[config.mk]
export PLATFORM = sky130hd
export DESIGN_NAME = lf_listen_seq
export DESIGN_NICKNAME = d
export VERILOG_FILES = /design/src/rtl/lfl_pkg.sv /design/src/rtl/lfl_timing.sv /design/src/rtl/lfl_fsm.sv /design/src/rtl/lfl_wake.sv /design/src/rtl/lf_listen_seq.sv
export SDC_FILE = /design/constraint.sdc
export NUM_CORES = 1
export LEC_CHECK = 0
export CAP_MARGIN = 15
export CORE_MARGIN = 5
export CORE_UTILIZATION = 41
export CTS_BUF_LIST = sky130_fd_sc_hd__clkbuf_4
export CTS_CLUSTER_SIZE = 16
export DETAILED_ROUTE_END_ITERATION = 7
export HOLD_SLACK_MARGIN = 0.03
export PLACE_DENSITY = 0.61
export SLEW_MARGIN = 10
export SYNTH_ARGS = -nofsm -noshare
export SYNTH_HDL_FRONTEND = slang
export SYNTH_SLANG_ARGS = --single-unit
export TNS_END_PERCENT = 5
[constraint.sdc]
create_clock -name clk -period 7.15 [get_ports clk]
set_clock_uncertainty 0.05 [all_clocks]
set_input_delay 1.0725 -clock clk [delete_from_list [all_inputs] [get_ports clk]]
set_output_delay 1.0725 -clock clk [all_outputs]
set_load 0.03 [all_outputs]
[src/rtl/lfl_pkg.sv]
package lfl_pkg;
  typedef enum logic [2:0] {
    ST_IDLE   = 3'd0,
    ST_OFF    = 3'd1,
    ST_SETTLE = 3'd2,
    ST_LISTEN = 3'd3,
    ST_DATA   = 3'd4
  } lfl_state_t;
endpackage

[src/rtl/lfl_timing.sv]
module lfl_timing #(
  parameter int CODE_W       = 4,
  parameter int PER_SCALE    = 4,
  parameter int SETTLE_TICKS = 2,
  parameter int POS_W        = 7
) (
  input  logic [CODE_W-1:0] on_code,
  input  logic [CODE_W-1:0] per_code,
  output logic [POS_W-1:0]  win_len,
  output logic [POS_W-1:0]  per_len
);
  localparam logic [POS_W-1:0] SCALE  = POS_W'(PER_SCALE);
  localparam logic [POS_W-1:0] SETTLE = POS_W'(SETTLE_TICKS);
  localparam logic [POS_W-1:0] ONE    = POS_W'(1);

  logic [POS_W-1:0] per_raw;
  logic [POS_W-1:0] per_min;

  always_comb begin
    win_len = POS_W'(on_code) + ONE;
    per_raw = (POS_W'(per_code) + ONE) * SCALE;
    per_min = win_len + SETTLE;
    per_len = (per_raw < per_min) ? per_min : per_raw;
  end
endmodule

[src/rtl/lfl_fsm.sv]
module lfl_fsm
  import lfl_pkg::*;
#(
  parameter int SETTLE_TICKS = 2,
  parameter int POS_W        = 7
) (
  input  logic             clk,
  input  logic             rst,
  input  logic             en,
  input  logic             tick,
  input  logic             carrier_det,
  input  logic             msg_end,
  input  logic [POS_W-1:0] win_len,
  input  logic [POS_W-1:0] per_len,
  output logic             amp_en,
  output logic             det_en,
  output logic             osc_en
);
  localparam logic [POS_W-1:0] SETTLE = POS_W'(SETTLE_TICKS);
  localparam logic [POS_W-1:0] ONE    = POS_W'(1);

  lfl_state_t       state_q, state_d;
  logic [POS_W-1:0] pos_q, pos_d, pos_adv, settle_at;

  always_comb begin
    settle_at = per_len - SETTLE;
    if (!tick)                    pos_adv = pos_q;
    else if (pos_q >= per_len - ONE) pos_adv = '0;
    else                          pos_adv = pos_q + ONE;
  end

  always_comb begin
    state_d = state_q;
    pos_d   = pos_adv;
    unique case (state_q)
      ST_IDLE: begin
        state_d = ST_SETTLE;
        pos_d   = settle_at;
      end
      ST_OFF:
        if (tick && pos_adv == settle_at) state_d = ST_SETTLE;
      ST_SETTLE:
        if (tick && pos_adv == '0) state_d = ST_LISTEN;
      ST_LISTEN:
        if (carrier_det)
          state_d = ST_DATA;
        else if (tick && pos_adv == win_len)
          state_d = (win_len == settle_at) ? ST_SETTLE : ST_OFF;
      ST_DATA:
        if (msg_end) state_d = ST_OFF;
      default: state_d = ST_IDLE;
    endcase
    if (!en) begin
      state_d = ST_IDLE;
      pos_d   = '0;
    end
  end

  always_ff @(posedge clk) begin
    if (rst) begin
      state_q <= ST_IDLE;
      pos_q   <= '0;
      amp_en  <= 1'b0;
      det_en  <= 1'b0;
      osc_en  <= 1'b0;
    end else begin
      state_q <= state_d;
      pos_q   <= pos_d;
      amp_en  <= (state_d == ST_SETTLE) || (state_d == ST_LISTEN) || (state_d == ST_DATA);
      det_en  <= (state_d == ST_LISTEN);
      osc_en  <= (state_d == ST_DATA);
    end
  end
endmodule

[src/rtl/lfl_wake.sv]
module lfl_wake (
  input  logic clk,
  input  logic rst,
  input  logic en,
  input  logic in_data,
  input  logic msg_active,
  input  logic byte_valid,
  input  logic byte_read,
  output logic wake_req
);
  always_ff @(posedge clk) begin
    if (rst || !en)                            wake_req <= 1'b0;
    else if (in_data && msg_active && byte_valid) wake_req <= 1'b1;
    else if (byte_read)                        wake_req <= 1'b0;
  end
endmodule

[src/rtl/lf_listen_seq.sv]
module lf_listen_seq #(
  parameter int CODE_W       = 4,
  parameter int PER_SCALE    = 4,
  parameter int SETTLE_TICKS = 2
) (
  input  logic              clk,
  input  logic              rst,
  input  logic              en,
  input  logic              tick_1k,
  input  logic [CODE_W-1:0] on_code,
  input  logic [CODE_W-1:0] per_code,
  input  logic              carrier_det,
  input  logic              msg_active,
  input  logic              byte_valid,
  input  logic              byte_read,
  input  logic              msg_end,
  output logic              amp_en,
  output logic              det_en,
  output logic              osc_en,
  output logic              wake_req
);
  localparam int MAX_SPAN = (2**CODE_W) * PER_SCALE + (2**CODE_W) + SETTLE_TICKS + 1;
  localparam int POS_W    = $clog2(MAX_SPAN);

  logic [POS_W-1:0] win_len, per_len;

  lfl_timing #(
    .CODE_W(CODE_W), .PER_SCALE(PER_SCALE),
    .SETTLE_TICKS(SETTLE_TICKS), .POS_W(POS_W)
  ) u_timing (
    .on_code(on_code), .per_code(per_code),
    .win_len(win_len), .per_len(per_len)
  );

  lfl_fsm #(.SETTLE_TICKS(SETTLE_TICKS), .POS_W(POS_W)) u_fsm (
    .clk(clk), .rst(rst), .en(en), .tick(tick_1k),
    .carrier_det(carrier_det), .msg_end(msg_end),
    .win_len(win_len), .per_len(per_len),
    .amp_en(amp_en), .det_en(det_en), .osc_en(osc_en)
  );

  lfl_wake u_wake (
    .clk(clk), .rst(rst), .en(en), .in_data(osc_en),
    .msg_active(msg_active), .byte_valid(byte_valid),
    .byte_read(byte_read), .wake_req(wake_req)
  );
endmodule

==> impl_metrics.env, run 1 <==
export IMPL_ctsHoldBuffers=0
export IMPL_clk_path_buf_depth=2
export IMPL_yosys_warnings=0
export IMPL_drc=0
export IMPL_reg2reg_to="u_fsm.state_q[0]"
export IMPL_grt_overflow_total=0
export IMPL_fmax_mhz=148
export IMPL_fin_cells=381
export IMPL_syn_cell_area_um2=2080
export IMPL_ff_latch_area_um2=280
export IMPL_hp_start="u_wake.wake_req"
export IMPL_fin_crit_ps=6760
export IMPL_syn_instance_count=269
export IMPL_routabilityCongestion=0.960
export IMPL_synth_fp_nets=304
export IMPL_synth_area_top_cells="dfxtp_1 (14%), ha_1 (11%), xnor2_1 (5.1%)"
export IMPL_synth_seq_cells=14
export IMPL_nets=350
export IMPL_detail_route_vias_per_cell=5.90
export IMPL_path_max_fanout=8
export IMPL_synth_largest_area_cell="dfxtp_1"
export IMPL_cpMaxStageDelayCell="a221o_2"
export IMPL_crit_family="compound AO/OA/AOI/OAI gates"
export IMPL_synth_top_area_frac=0.135
export IMPL_reg2reg_slack_ps=3580
export IMPL_hp_class="reg -> reg"
export IMPL_critPathBufInv=3
export IMPL_cts_tree="built"
export IMPL_numPortBuffers=20
export IMPL_holdPathStages=2
export IMPL_die_height_um=81.2
export IMPL_crit_required_ps=7270
export IMPL_synth_edf_count=0
export IMPL_cp_end_kind="flip-flop"
export IMPL_cpMostUsedCell="ha_1"
export IMPL_whs_endpoint="u_wake.wake_req"
export IMPL_first_iter_violations=149
export IMPL_htreeDepth=1
export IMPL_root_buffer="clkbuf_4"
export IMPL_relSlewSlack=0.410
export IMPL_critPathMaxStageDelay_ps=450
export IMPL_mostFrequentLayoutCells="buf_4 (32), nor2_1 (26), clkdlybuf4s50_1 (20)"
export IMPL_ios=21
export IMPL_hpwl_um=4830
export IMPL_clk_pin_slew_ps=90
export IMPL_cap_violations=0
export IMPL_crit_type="in -> reg"
export IMPL_grt_pass1_vias=2094
export IMPL_n_antenna_cell=0
export IMPL_startpoint_type="input pin"
export IMPL_area_growth_pct=25.8
export IMPL_dp_cells=374
export IMPL_cts_buffers=3
export IMPL_yosys_most_used_dff="dfxtp_1"
export IMPL_holdWs_ps=429
export IMPL_finalHoldViolCount=0
export IMPL_wl_per_cell_um=15.6
export IMPL_rows=25
export IMPL_status="finished, final reports clean"
export IMPL_final_core_util=0.542
export IMPL_antenna_found_initial=0
export IMPL_grt_pass1_wl_um=9720
export IMPL_fin_crit_sh=0.946
export IMPL_clock_latency_ps=290
export IMPL_drive_gt1_frac=0.204
export IMPL_worst_pin_slew_ps=878
export IMPL_core_um2=4820
export IMPL_cp_data_arrival_time_ps=6880
export IMPL_mostFrequentLayoutCell="buf_4"
export IMPL_fill_cells=492
export IMPL_p_per_area_nw_per_um2=154
export IMPL_synth_distinct_cells=67
export IMPL_grt_max_degree=14
export IMPL_postSynthAreaPerCell_um2=7.72
export IMPL_wirelength_um=5940
export IMPL_dieArea_um2=6590
export IMPL_cts_sinks=14
export IMPL_p_leak_uw=0.00108
export IMPL_timing_rr_start="u_fsm.pos_q[0]"
export IMPL_finalSetupViolCount=0
export IMPL_async_flop_share=0
export IMPL_reg2reg_depth=11
export IMPL_drv_slew=0
export IMPL_track_usage=0.187
export IMPL_start_util=0.431
export IMPL_via_count=2249
export IMPL_antenna_left=0
export IMPL_ys_seq_area_frac=0.135
export IMPL_multi_input_area_um2=1740
export IMPL_first_pass_iters=5
export IMPL_die_x_um=81.2
export IMPL_ir_drop_uv=88.6
## tightest hold or removal path: stages (launching register included)
cell	delay (ps)
dfxtp_1	320
nand2b_1	70
a21oi_1	50
## logic make-up (layout without fill, tap and decap cells)
kind of cell	count (synthesis)	after routing	synth area share
muxes	4	4	0.0199
AOI/OAI and AO/OA	79	79	0.301
buffers and inverters	21	66	0.0470
and+or+nand+nor	112	112	0.286
DFF	14	14	0.135
adders and majority gates	18	18	0.109
xor gates and xnor gates	21	21	0.102
## cell usage after synthesis, types with 4 or more instances
| library cell | number |
|---|---|
| a211o_1 | 4 |
| a211oi_1 | 13 |
| a21oi_1 | 5 |
| and3_1 | 8 |
| clkbuf_1 | 5 |
| dfxtp_1 | 14 |
| ha_1 | 18 |
| inv_1 | 10 |
| nand2_1 | 17 |
| nand2b_1 | 4 |
| nand3_1 | 12 |
| nand4_1 | 5 |
| nor2_1 | 27 |
| nor2b_1 | 4 |
| nor3_1 | 10 |
| o211ai_1 | 4 |
| o21ai_0 | 12 |
| or3_1 | 5 |
| xnor2_1 | 12 |
| xor2_1 | 7 |
## per-layer routing
metal	routed length [um]	global-route usage	share of wire	vias up
li1	-	-	-	1122
met1	2790	0.269	0.47	1040
met2	2650	0.291	0.45	77
met3	410	0.0310	0.069	10
met4	90	0.0405	0.015	0
met5	0	0	0	-
## through the flow
| stage | setup TNS [ps] | area (um^2) | total power, uW | setup slack [ps] |
|---|---|---|---|---|
| 6_report | 0 | 2610 | 403 | 386 |
| 5_1_grt | -1.48 | 2610 | 436 | -1.48 |
| 4_1_cts | 0 | 2540 | 391 | 56.8 |
| 3_5_place_dp | -639 | 2520 | 344 | -206 |
| 3_3_place_gp | -511 | 2520 | 344 | -174 |
| 2_1_floorplan | 0 | 2080 | 262 | 102 |
## registers in the layout (all words and copies together) (netlist names)
| register | count |
|---|---|
| u_fsm.pos_q | 7 |
| u_fsm.state_q | 3 |
| u_fsm.amp_en | 1 |
| u_fsm.det_en | 1 |
| u_fsm.osc_en | 1 |
| u_wake.wake_req | 1 |
## what timing repair did
action,4_1_cts,5_1_grt
setup endpoints to repair,0,4
endpoints found under the hold margin,0,0
gates resized for setup,0,13
buffers inserted,0,3
## layout make-up
cell class / count / area share
clock buffer: 3 / 0.00862
clock inverter: 1 / 0.00144
inverter: 10 / 0.0144
multi-input combinational: 234 / 0.667
sequential: 14 / 0.107
tap: 67 / 0.0321
timing repair buffer: 52 / 0.169
## report_power, final
part           internal (uW)  switching, uW  leakage, uW
Sequential              82.0           7.70     0.000114
Clock                   20.3           27.2    0.0000154
Combinational            123            142     0.000950
## worst max-delay path by stage
stage | start | to | cells past startpoint
finish | on_code[0] | u_fsm.state_q[0] | 26
detailed placement | on_code[0] | u_fsm.amp_en | 25
floorplan | on_code[0] | u_fsm.state_q[0] | 25
global route | on_code[1] | u_fsm.state_q[0] | 26
CTS | on_code[0] | u_fsm.amp_en | 25
global placement | on_code[0] | u_fsm.amp_en | 25
Power figures use the tool's default switching activity.
==> run 2, diff against run 1 <==
ABC_AREA = 1   (was default)
PLACE_DENSITY = 0.62   (was 0.61)
==> impl_metrics.env, run 2 <==
export IMPL_status="finished, final reports clean"
export IMPL_yosys_most_used_dff="dfxtp_1"
export IMPL_syn_cell_area_um2=1900
export IMPL_holdPathStages=2
export IMPL_synth_most_common_cell="nand2_1"
export IMPL_mostFrequentLayoutCell="nand2_1"
export IMPL_cpMaxStageDelayCell="clkdlybuf4s50_1"
export IMPL_grt_setup_unrepaired="false"
export IMPL_cts_buffers=3
export IMPL_numPortBuffers=20
export IMPL_antenna_left=0
export IMPL_p_per_area_nw_per_um2=150
export IMPL_holdWs_ps=417
export IMPL_cts_tree="built"
export IMPL_p_leak_uw=0.00116
export IMPL_hpwl_um=4020
export IMPL_wl_per_cell_um=11.7
export IMPL_synth_area_top_cells="nand2_1 (16%), dfxtp_1 (15%), ha_1 (12%)"
export IMPL_path_max_fanout=8
export IMPL_clock_latency_ps=270
export IMPL_fin_total_pwr_uw=331
export IMPL_grt_pass1_wl_um=8090
export IMPL_cp_data_arrival_time_ps=6450
export IMPL_ys_seq_area_frac=0.148
export IMPL_synth_top_family_by_area="simple AND/OR/NAND/NOR gates"
export IMPL_fin_crit_sh=0.886
export IMPL_n_antenna_cell=0
export IMPL_cts_setup_buffers=0
export IMPL_clk_pin_slew_ps=80
export IMPL_crit_type="in -> reg"
export IMPL_dp_cells=394
export IMPL_async_flop_share=0
export IMPL_reg2reg_to="u_fsm.state_q[0]"
export IMPL_first_pass_iters=4
export IMPL_fmax_mhz=158
export IMPL_whs_endpoint="u_wake.wake_req"
export IMPL_synth_fp_nets=354
export IMPL_fin_crit_ps=6340
export IMPL_routabilityCongestion=0.895
export IMPL_synth_commonest_cells="nand2_1 (83), inv_1 (54), nand3_1 (35)"
export IMPL_synth_distinct_cells=26
export IMPL_synth_edf_count=0
export IMPL_rows=24
export IMPL_first_iter_violations=100
export IMPL_worst_pin_slew_ps=370
export IMPL_top_regs="u_fsm.pos_q (7), u_fsm.state_q (3)"
export IMPL_drc=0
export IMPL_startpoint_type="input pin"
export IMPL_drv_slew=0
export IMPL_dieArea_um2=6090
export IMPL_detail_route_vias_per_cell=4.89
export IMPL_ir_drop_uv=51.9
export IMPL_critPathMaxStageDelay_ps=650
export IMPL_die_x_um=78.1
export IMPL_reg2reg_depth=18
export IMPL_finalSetupViolCount=0
export IMPL_synth_mux_area_frac=0
export IMPL_hp_start="u_wake.wake_req"
export IMPL_fin_cells=398
export IMPL_cpMostUsedCell="nand2_1"
export IMPL_regMostFlops="u_fsm.pos_q"
export IMPL_grt_overflow_total=0
export IMPL_worst_slack_ps=815
export IMPL_crit_required_ps=7270
export IMPL_postSynthAreaPerCell_um2=5.95
export IMPL_root_buffer="clkbuf_4"
export IMPL_wirelength_um=4680
export IMPL_syn_instance_count=319
export IMPL_cap_violations=0
export IMPL_synth_largest_area_cell="nand2_1"
export IMPL_nets=382
export IMPL_track_usage=0.156
export IMPL_synth_adder_area_share=0.119
export IMPL_synth_compound_area_frac=0.0962
export IMPL_reg2reg_slack_ps=4450
export IMPL_clk_path_buf_depth=2
export IMPL_dp_slack_ps=535
export IMPL_finalHoldViolCount=0
export IMPL_hp_class="reg -> reg"
export IMPL_relSlewSlack=0.752
export IMPL_drive_gt1_frac=0.0954
export IMPL_cts_sinks=14
export IMPL_core_um2=4410
export IMPL_area_growth_pct=16.5
export IMPL_synth_top_area_frac=0.164
export IMPL_mostFrequentLayoutCells="nand2_1 (83), inv_1 (54), nand3_1 (35)"
export IMPL_grt_pass1_vias=1753
export IMPL_fin_tns_setup_ps=0
export IMPL_antenna_found_initial=0
export IMPL_htreeDepth=1
export IMPL_largest_register_ff_count=7
export IMPL_timing_rr_start="u_fsm.pos_q[0]"
export IMPL_ios=21
export IMPL_synth_seq_cells=14
export IMPL_ctsResizeCount=0
export IMPL_yosys_area_share_simple=0.458
export IMPL_grt_max_degree=11
export IMPL_cp_end_kind="flip-flop"
export IMPL_start_util=0.430
export IMPL_die_height_um=78.1
export IMPL_via_count=1948
export IMPL_synth_xor_area_share=0.0646
export IMPL_yosys_warnings=0
export IMPL_fill_cells=470
export IMPL_ctsHoldBuffers=0
[run 2: changes by cell type after synthesis, moves of 10 or more]
| cell | previous run | this run |
|---|---|---|
| inv_1 | 10 | 54 |
| a211oi_1 | 13 | 0 |
| nand2_2 | 0 | 14 |
| xnor2_1 | 12 | 2 |
| nand2_1 | 17 | 83 |
| nand3_1 | 12 | 35 |
[run 2: how the worst max path moves through the flow]
stage	from	endpoint	slack, ps
6_report	on_code[0]	u_fsm.state_q[0]	810
5_1_grt	on_code[0]	u_fsm.state_q[0]	100
4_1_cts	on_code[0]	u_fsm.state_q[0]	820
3_5_place_dp	on_code[0]	u_fsm.state_q[0]	540
3_3_place_gp	on_code[0]	u_fsm.state_q[0]	560
2_1_floorplan	on_code[0]	u_fsm.det_en	1880
[run 2: final cells by class]
cell class	count	area (um^2)	share of cell area
Tap cell	52	65.1	0.0294
Timing Repair Buffer	23	223	0.101
Clock buffer	3	22.5	0.0102
Clock inverter	1	3.75	0.00170
Sequential cell	14	280	0.127
Multi-Input combinational cell	247	1400	0.633
Inverter	58	219	0.0989
[run 2: where the power goes]
group          switching (uW)  internal (uW)
Combinational             126           74.8
Clock                    24.0           20.2
Sequential               4.52           81.8
[run 2: critical path, delay by kind of cell]
family,cells,cell delay (ps)
buf+inv,7,1030
simple gates,23,2490
compound gates,2,380
xor+xnor,1,220
fa+ha+maj,5,1240
[run 2: cell families after synthesis]
group	Yosys count
compound gates	33
xor+xnor	14
fa+ha+maj	18
buf+inv	58
flops	14
simple gates	182
[run 2: layer usage]
metal | track usage | wire length, um | part of all wire | up-vias
met1 | 0.225 | 2340 | 0.50 | 848
li1 | - | - | - | 1073
met4 | 0.0270 | 43 | 0.0092 | 0
met3 | 0.0206 | 110 | 0.024 | 4
met5 | 0 | 0 | 0 | -
met2 | 0.252 | 2180 | 0.47 | 23
[run 2: through the flow]
stage	cell area (um^2)	util
CTS	2210	0.501
detailed placement	2190	0.495
finish	2210	0.501
global route	2210	0.501
floorplan	1900	-
global placement	2190	0.495
